--- src/rtl/rwt_pkg.sv ---
package rwt_pkg;

  localparam int          RWT_WORD_BITS = 24;
  localparam int          RWT_CODE_BITS = 9;
  localparam logic [7:0]  RWT_ADDR      = 8'h8F;
  localparam int          RWT_ACK_POS   = 10;

  typedef enum logic [2:0] {
    PH_IDLE,
    PH_START,
    PH_LOW,
    PH_HIGH,
    PH_EOS,
    PH_HOLD,
    PH_LISTEN
  } rwt_phase_e;

  function automatic int rwt_max(input int a, input int b);
    return (a > b) ? a : b;
  endfunction

  // Assemble the command word; unused data bits stay zero.
  function automatic logic [RWT_WORD_BITS-1:0] rwt_word(
    input logic [RWT_CODE_BITS-1:0] code,
    input logic                     ack
  );
    logic [RWT_WORD_BITS-1:0] w;
    w = '0;
    w[RWT_CODE_BITS-1:0] = code;
    w[RWT_ACK_POS]       = ack;
    w[23:16]             = RWT_ADDR;
    return w;
  endfunction

endpackage

--- src/rtl/rwt_timer.sv ---
module rwt_timer #(
  parameter int W = 8
) (
  input  logic         clk,
  input  logic         rst_n,
  input  logic         load,
  input  logic [W-1:0] load_val,
  output logic [W-1:0] count,
  output logic         zero
);

  logic [W-1:0] cnt_q;

  always_ff @(posedge clk or negedge rst_n) begin
    if (!rst_n)            cnt_q <= '0;
    else if (load)         cnt_q <= load_val;
    else if (cnt_q != '0)  cnt_q <= cnt_q - 1'b1;
  end

  assign count = cnt_q;
  assign zero  = (cnt_q == '0);

endmodule

--- src/rtl/rwt_shifter.sv ---
module rwt_shifter #(
  parameter int BITS = 24
) (
  input  logic            clk,
  input  logic            rst_n,
  input  logic            load,
  input  logic [BITS-1:0] load_word,
  input  logic            shift,
  output logic            cur_bit,
  output logic            nxt_bit,
  output logic            last_bit
);

  localparam int IW = $clog2(BITS);

  logic [BITS-1:0] word_q;
  logic [IW-1:0]   idx_q;

  always_ff @(posedge clk or negedge rst_n) begin
    if (!rst_n) begin
      word_q <= '0;
      idx_q  <= '0;
    end else if (load) begin
      word_q <= load_word;
      idx_q  <= '0;
    end else if (shift) begin
      word_q <= {1'b0, word_q[BITS-1:1]};
      idx_q  <= idx_q + 1'b1;
    end
  end

  assign cur_bit  = word_q[0];
  assign nxt_bit  = word_q[1];
  assign last_bit = (idx_q == IW'(BITS-1));

endmodule

--- src/rtl/rwt_sync.sv ---
module rwt_sync #(
  parameter int STAGES = 2
) (
  input  logic clk,
  input  logic rst_n,
  input  logic d,
  output logic q
);

  logic [STAGES-1:0] s_q;

  generate
    if (STAGES == 1) begin : g_one
      always_ff @(posedge clk or negedge rst_n) begin
        if (!rst_n) s_q <= '1;
        else        s_q <= d;
      end
    end else begin : g_many
      always_ff @(posedge clk or negedge rst_n) begin
        if (!rst_n) s_q <= '1;
        else        s_q <= {s_q[STAGES-2:0], d};
      end
    end
  endgenerate

  assign q = s_q[STAGES-1];

endmodule

--- src/rtl/ratio_line_tx.sv ---
module ratio_line_tx
  import rwt_pkg::*;
#(
  parameter int UNIT_CYC    = 4,
  parameter int START_CYC   = 8,
  parameter int EOS_CYC     = 8,
  parameter int VAL_CYC     = 12,
  parameter int ACK_WIN_CYC = 16,
  parameter int ACK_SMP_CYC = 4,
  parameter int SYNC_STAGES = 2
) (
  input  logic                     clk,
  input  logic                     rst_n,
  input  logic                     cmd_valid,
  output logic                     cmd_ready,
  input  logic [RWT_CODE_BITS-1:0] cmd_level,
  input  logic                     cmd_ack_req,
  input  logic                     line_in,
  output logic                     line_drive_low,
  output logic                     busy,
  output logic                     ack_ok,
  output logic                     ack_fail
);

  localparam int LONG_CYC    = 3 * UNIT_CYC;
  localparam int LOW_RUN_MAX = rwt_max(LONG_CYC, rwt_max(EOS_CYC, VAL_CYC));
  localparam int LEN_MAX     = rwt_max(LOW_RUN_MAX, rwt_max(START_CYC, ACK_WIN_CYC));
  localparam int TW          = $clog2(LEN_MAX + 1);
  localparam logic [TW-1:0] SMP_CNT = TW'(ACK_WIN_CYC - 1 - ACK_SMP_CYC);

  rwt_phase_e    phase_q, phase_d;
  logic          t_load, t_zero;
  logic [TW-1:0] t_val, t_count;
  logic          s_load, s_shift, cur_bit, nxt_bit, last_bit;
  logic          ack_want_q;
  logic          line_s;
  logic          sample_pt;

  function automatic logic [TW-1:0] low_len(input logic b);
    return b ? TW'(UNIT_CYC - 1) : TW'(LONG_CYC - 1);
  endfunction

  function automatic logic [TW-1:0] high_len(input logic b);
    return b ? TW'(LONG_CYC - 1) : TW'(UNIT_CYC - 1);
  endfunction

  rwt_timer #(.W(TW)) u_timer (
    .clk      (clk),
    .rst_n    (rst_n),
    .load     (t_load),
    .load_val (t_val),
    .count    (t_count),
    .zero     (t_zero)
  );

  rwt_shifter #(.BITS(RWT_WORD_BITS)) u_shift (
    .clk       (clk),
    .rst_n     (rst_n),
    .load      (s_load),
    .load_word (rwt_word(cmd_level, cmd_ack_req)),
    .shift     (s_shift),
    .cur_bit   (cur_bit),
    .nxt_bit   (nxt_bit),
    .last_bit  (last_bit)
  );

  rwt_sync #(.STAGES(SYNC_STAGES)) u_sync (
    .clk   (clk),
    .rst_n (rst_n),
    .d     (line_in),
    .q     (line_s)
  );

  // Phase sequencing: each phase loads the timer with its length minus one.
  always_comb begin
    phase_d = phase_q;
    t_load  = 1'b0;
    t_val   = '0;
    s_load  = 1'b0;
    s_shift = 1'b0;
    unique case (phase_q)
      PH_IDLE: if (cmd_valid) begin
        phase_d = PH_START;
        t_load  = 1'b1;
        t_val   = TW'(START_CYC - 1);
        s_load  = 1'b1;
      end
      PH_START: if (t_zero) begin
        phase_d = PH_LOW;
        t_load  = 1'b1;
        t_val   = low_len(cur_bit);
      end
      PH_LOW: if (t_zero) begin
        phase_d = PH_HIGH;
        t_load  = 1'b1;
        t_val   = high_len(cur_bit);
      end
      PH_HIGH: if (t_zero) begin
        t_load  = 1'b1;
        s_shift = 1'b1;
        if (!last_bit) begin
          phase_d = PH_LOW;
          t_val   = low_len(nxt_bit);
        end else if (ack_want_q) begin
          phase_d = PH_HOLD;
          t_val   = TW'(VAL_CYC - 1);
        end else begin
          phase_d = PH_EOS;
          t_val   = TW'(EOS_CYC - 1);
        end
      end
      PH_EOS: if (t_zero) phase_d = PH_IDLE;
      PH_HOLD: if (t_zero) begin
        phase_d = PH_LISTEN;
        t_load  = 1'b1;
        t_val   = TW'(ACK_WIN_CYC - 1);
      end
      PH_LISTEN: if (t_zero) phase_d = PH_IDLE;
      default: phase_d = PH_IDLE;
    endcase
  end

  always_ff @(posedge clk or negedge rst_n) begin
    if (!rst_n) begin
      phase_q    <= PH_IDLE;
      ack_want_q <= 1'b0;
    end else begin
      phase_q <= phase_d;
      if (s_load) ack_want_q <= cmd_ack_req;
    end
  end

  assign sample_pt = (phase_q == PH_LISTEN) && (t_count == SMP_CNT);

  always_ff @(posedge clk or negedge rst_n) begin
    if (!rst_n) begin
      ack_ok   <= 1'b0;
      ack_fail <= 1'b0;
    end else begin
      ack_ok   <= sample_pt && !line_s;
      ack_fail <= sample_pt &&  line_s;
    end
  end

  assign line_drive_low = (phase_q == PH_LOW) || (phase_q == PH_EOS) ||
                          (phase_q == PH_HOLD);
  assign busy           = (phase_q != PH_IDLE);
  assign cmd_ready      = (phase_q == PH_IDLE);

endmodule

--- config.mk ---
export PLATFORM = sky130hd
export DESIGN_NAME = ratio_line_tx
export DESIGN_NICKNAME = d
export VERILOG_FILES = /design/src/rtl/rwt_pkg.sv /design/src/rtl/rwt_timer.sv /design/src/rtl/rwt_shifter.sv /design/src/rtl/rwt_sync.sv /design/src/rtl/ratio_line_tx.sv
export SDC_FILE = /design/constraint.sdc
export NUM_CORES = 1
export LEC_CHECK = 0
export BUFFER_PORTS_ARGS = -buffer_cell sky130_fd_sc_hd__buf_4
export CAP_MARGIN = 20
export CORE_MARGIN = 2
export CORE_UTILIZATION = 53
export CTS_CLUSTER_SIZE = 28
export DETAILED_ROUTE_END_ITERATION = 8
export GPL_TIMING_DRIVEN = 0
export PLACE_DENSITY = 0.82
export SETUP_SLACK_MARGIN = 0.2
export SYNTH_ARGS = -nofsm -noshare
export SYNTH_HDL_FRONTEND = slang
export SYNTH_SLANG_ARGS = --single-unit
--- constraint.sdc ---
create_clock -name clk -period 1.7 [get_ports clk]
set_input_delay 0.34 -clock clk [delete_from_list [all_inputs] [get_ports clk]]
set_output_delay 0.34 -clock clk [all_outputs]
set_load 0.005 [all_outputs]
-- Word-level counts from Yosys, hierarchy flattened
Index checks and enable logic that the tools add are counted.
- input bits: 14
- word-level logic and storage cells: 70
- bits in registers: 42
- output and inout port bits: 5
- muxes and demuxes: 31
- reductions and logical operators: 15
- eq/ne operators: 14
- $add $sub $neg: 2
- operators with widths (kind ; number):
    two-way mux 24 bit ; 2
    two-way mux 4 bit ; 9
    two-way mux 3 bit ; 8
    two-way mux 5 bit ; 4
    one-hot mux 4 bit (5 select lines) ; 1
    one-hot mux 3 bit (6 select lines) ; 1
    inequality test 2 bit, second input constant ; 5
    == test 3 bit, second input constant ; 3
    == test 3 x 2 -> 1 bit, second input constant ; 2
    AND reduction 6 bit ; 1
    adder 5 x 1 -> 5 bit, second input constant ; 1
    == test 5 x 4 -> 1 bit, second input constant ; 1
    == test 5 bit, second input constant ; 1
    zero test 5 bit ; 1
    two-way mux 1 bit ; 5
    nonzero test 5 bit ; 1
    subtractor 5 x 1 -> 5 bit, second input constant ; 1
    nonzero test 2 bit ; 2
    OR reduction 4 bit ; 1
    == test 3 x 1 -> 1 bit, second input constant ; 1
    logical AND 1 bit ; 3
    zero test 3 bit ; 1
    nonzero test 3 bit ; 1
    logical OR 1 bit ; 2
    other kinds (4) ; 4

-- Logic depth before layout (Yosys ltp)
- depth after elaboration: 5
- gate-level depth with buffers: 7
- depth with buffers taken out: 5

-- Modules after synthesis
Synthesis repeated with hierarchy kept, for this count alone.
- cell total of the unflattened synthesis: 212
- area, all modules: 2153.3 um2
- modules (own cells, without submodules) (module ; instances ; area an instance (um2) ; cells an instance ; sequential area each (um2)):
    rwt_shifter ; 1 ; 1361.3 ; 128 ; 725.7
    ratio_line_tx ; 1 ; 460.4 ; 55 ; 150.1
    rwt_timer ; 1 ; 279.0 ; 27 ; 125.1
    rwt_sync ; 1 ; 52.6 ; 2 ; 52.6

-- Worst setup path after synthesis
OpenSTA, ideal clock, no wires.
- kind: reg2reg
- from: reg u_timer.cnt_q[0] (netlist: u_timer.count[0])
- to: reg u_timer.cnt_q[0] (netlist: u_timer.count[0])
- path buffers: 2
- data required time: 1.576 ns
- data arrival time: 1.676 ns
- period minus slack after synthesis: 1.800 ns
- slack: -0.100 ns
- setup time: 0.124 ns
- stages on the path, launching flop included: 7
- cells stage by stage: dfrtp_1 > inv_1 > ha_1 > or4b_4 > buf_4 > buf_2 > o31a_1
- word-level cells in the longest chain between the ends: 4
- elaborated cells between the ends (all ways): 13
- classes of those cells: 1 x add/sub; 9 x mux; 3 x reduce/logical
- ends and longest elaborated chain (what ; line ; RTL):
    from (decl) ; rwt_timer.sv:12 ; logic [W-1:0] cnt_q;
    from (signal assigned) ; rwt_timer.sv:16 ; else if (load) cnt_q <= load_val;
    from (signal assigned) ; rwt_timer.sv:17 ; else if (cnt_q != '0) cnt_q <= cnt_q - 1'b1;
    parallel branches: the longest is 4 deep, another holds subtractor 5 x 1 -> 5 bit ; n/a ;
Parallel ways; which one is timed is not known. The select of a mux whose other input is x is not followed.
A chain may end at the register's enable or synchronous reset.

-- Final worst setup path
- from: reg u_timer.cnt_q[1] (netlist: u_timer.count[1])
- to: reg u_shift.idx_q[0]
- word-level cells in the longest chain between the ends: 4
- ends and longest elaborated chain (what ; line ; RTL):
    zero test 5 bit ; rwt_timer.sv:21 ; assign zero = (cnt_q == '0);
    two-way mux 1 bit ; ratio_line_tx.sv:98 ; PH_HIGH: if (t_zero) begin
    two-way mux 1 bit ; ratio_line_tx.sv:81 ; unique case (phase_q)
    nonzero test 2 bit (no line) ; n/a ;
    to (signal assigned) ; rwt_shifter.sv:28 ; idx_q <= idx_q + 1'b1;
    to (decl) ; rwt_shifter.sv:17 ; logic [IW-1:0] idx_q;
No other way between the ends.

==> results_dict.tcl <==
set metrics [dict create \
    power_density_nw_per_um2 1660 \
    r2r-end "u_shift.idx_q[0]" \
    fin_crit_sh_pct 107 \
    syn-cell-area_um2 2080 \
    holdCritPathClass "primary input to asynchronous set/reset pin" \
    grt_pass1_vias 1686 \
    ys_types 45 \
    clk_latency_ns 0.30 \
    hold_viol_final 0 \
    drc_errors 0 \
    nNetsFinal 272 \
    finalSetupViolCount 38 \
    outcome "complete, but fails checks" \
    core-area_um2 3720 \
    r2r_start "u_timer.count[1]" \
    clk_pin_slew_ns 0.09 \
    wire_per_inst_um 17.1 \
    synth_fp_nets 231 \
    num_antenna_cells 0 \
    grt_max_degree 43 \
    grt_overflow_total 0 \
    worst-r2r-setup-slack_ns -0.12 \
    htree_levels 2 \
    grtUsageTotal_pct 24.2 \
    setup_slack_ns -0.122 \
    r2r_cells 6 \
    cts_buffer_depth 2 \
    synth_seq_cells 42 \
    num_vias 1856 \
    slowest_stage "or4b_4" \
    routed_wl_mm 5.17 \
    drt_iter0_drc 171 \
    synth-async-reset-ratio_pct 100 \
    start_util_pct 55.9 \
    crit_type "flop to flop" \
    synth-edff-count 0 \
    die_w_um 66.6 \
    synth_seq_area_share_pct 50.7 \
    crit_required_ns 1.93 \
    area_growth_pct 32.3 \
    max_stage_delay_ns 0.48 \
    cp-startpoint "u_timer.count[1]" \
    gp_congestion 0.839 \
    die_area_um2 4440 \
    num_io_pins 19 \
    numClockSinks 42 \
    root_buffer "clkbuf_8" \
    max_freq_ghz 0.549 \
    placed_cell_area_um2 2310 \
    antenna_found_initial 0 \
    drtAntennaViolNets 0 \
    max_slew.worst_pin.slew_ns 0.579 \
    worstPathArrival_ns 2.05 \
    dp_hpwl_mm 2.88 \
    cp-start-kind "flop" \
    crit_path_max_fanout 5 \
    max_slew_margin_pct 61.3 \
    p_leak_nw 1.23 \
    drv_cap 0 \
    cts_tree "yes" \
    final_util_pct 73.9 \
    numCtsBuffers 5 \
    vias_per_cell 6.13 \
    netlist_top_cells_area "dfrtp_1 (48%), nand3_1 (5.8%), o21ai_0 (4.8%), a221o_1 (2.9%), nand2_1 (2.9%)" \
    ir_worst_vdd_uv 728 \
    final_layout_size_suffix_gt1_share_pct 33.3 \
    min_period_ns 1.82 \
    synth_top_area_cell "dfrtp_1" \
    grt_setup_unrepaired "yes" \
    fill_cells 260 \
    final-max-slew-violation-count 0 \
    final_cell_area_um2 2750 \
    fp-row-count 22 \
    crit_chain "inv_2, ha_4, or4b_4, buf_6, or3_4, a21oi_2" \
    drtPass1Iterations 4 \
    die_h_um 66.6 \
    fin_worst_skew_ns 0.0110 \
    synth_ff_type "dfrtp_1" \
    grt_pass1_wl_mm 7.94 \
    syn_avg_cell_area_um2 9.75 \
    netlist_instances 213 \
    yosysWarnings 0 \
    violations "negative setup slack" \
    io_buffers 18 \
    synth_top_area_share_pct 48.2 \
    critPathCaptureType "flop" \
]
-- worst max path at each step --
| stage | endpoint | slack, ns | depth (start not counted) |
|---|---|---|---|
| floorplan | u_shift.idx_q[0] | -0.06 | 6 |
| global placement | u_shift.idx_q[1] | -0.25 | 6 |
| detailed placement | u_shift.word_q[10] | -0.27 | 5 |
| CTS | u_shift.idx_q[0] | -0.11 | 6 |
| global route | u_shift.word_q[16] | -0.18 | 5 |
| finish | u_shift.idx_q[0] | -0.12 | 6 |
-- cells by family (layout without fill, tap and decap cells) --
| kind of cell | after synthesis | after routing | share of synthesized area, % |
|---|---|---|---|
| and+or+nand+nor | 84 | 84 | 22.2 |
| AOI/OAI and AO/OA | 51 | 51 | 16.2 |
| DFF | 42 | 42 | 50.7 |
| buffers and inverters | 26 | 68 | 5.66 |
| adders and majority gates | 4 | 4 | 2.41 |
| muxes | 4 | 4 | 1.93 |
| xor gates and xnor gates | 2 | 2 | 0.844 |
-- metal layers --
layer,part of all wire [%],track usage (%),up-vias
met5,0,0,-
met4,2.0,8.16,0
met3,7.5,5.74,14
met2,47,37.6,79
met1,43,33.3,909
li1,-,-,854
-- synth_stat cells (2+ instances only) --
library cell and instances:
mux2i_1 4, nor4b_1 3, a21oi_1 8, ha_1 4
inv_1 5, dfstp_2 2, nor3_1 3, a21o_1 2
nor2b_1 3, nand2b_1 4, o21ai_0 20, nand3_1 24
and3_1 6, nor2_1 12, a31oi_1 2, a221o_1 6
nand2_1 16, clkbuf_1 12, a221oi_1 2, dfrtp_1 40
buf_2 7, o211ai_1 3, o31a_1 3
-- power breakdown --
part	switching (mW)	internal (mW)	leakage, nW
clock network	0.362	0.627	0.0714
logic	0.918	0.943	0.642
registers	0.309	1.39	0.512
total	1.59	2.96	1.23
-- cell usage in the layout (no fill, tap or decap), types with 4 or more instances in the layout --
master    instances
buf_4            32
dfrtp_1          39
and3_1            6
o21ai_0          13
buf_6            11
clkbuf_2          5
nor2_1           11
a21oi_1           5
clkbuf_8          8
nand3_1          24
a221o_1           6
nand2_1          16
o21ai_1           4
mux2i_1           4
-- worst max-delay path: cells and delay by family (launching register included) --
family | cells | cell delay [ns]
simple gates | 2 | 0.84
flops | 1 | 0.40
buf+inv | 2 | 0.26
fa+ha+maj | 1 | 0.14
compound gates | 1 | 0.12
-- registers in the layout, summed over array words and instances (netlist names) --
register,count
ack_ok,1
ack_fail,1
u_timer.count,5
u_sync.s_q,2
ack_want_q,1
phase_q,3
u_shift.idx_q,5
u_shift.word_q,24
-- metrics by stage --
stage	setup TNS [ns]	power [mW]	instances	hold slack [ns]	setup slack [ns]
after floorplan	-0.296	2.64	213	0.0444	-0.0572
after global placement	-6.18	2.97	279	0.346	-0.246
after detailed placement	-6.79	3.02	279	0.349	-0.271
after CTS	-1.06	4.28	295	0.0293	-0.112
after global routing	-4.78	4.80	303	0.0524	-0.184
final	-2.29	4.55	303	0.0136	-0.122
-- layout make-up --
type,instances,area (um^2),share of cell area (%)
buffer,21,193,7.01
multi-input combinational,145,1020,37.1
tap,48,60.1,2.19
inverter,5,18.8,0.683
sequential,42,1050,38.4
timing repair buffer,34,260,9.47
clock inverter,2,60.1,2.19
clock buffer,6,82.6,3.01
-- what timing repair did --
| action | CTS | global route |
|---|---|---|
| gates resized for setup | 44 | 15 |
| hold buffers | 0 | 0 |
| pin swaps | 5 | 4 |
| cloned | 2 | 0 |
| endpoints found under the setup margin | 41 | 41 |
| buffers inserted | 6 | 8 |
(Power assumes the default switching activity.)
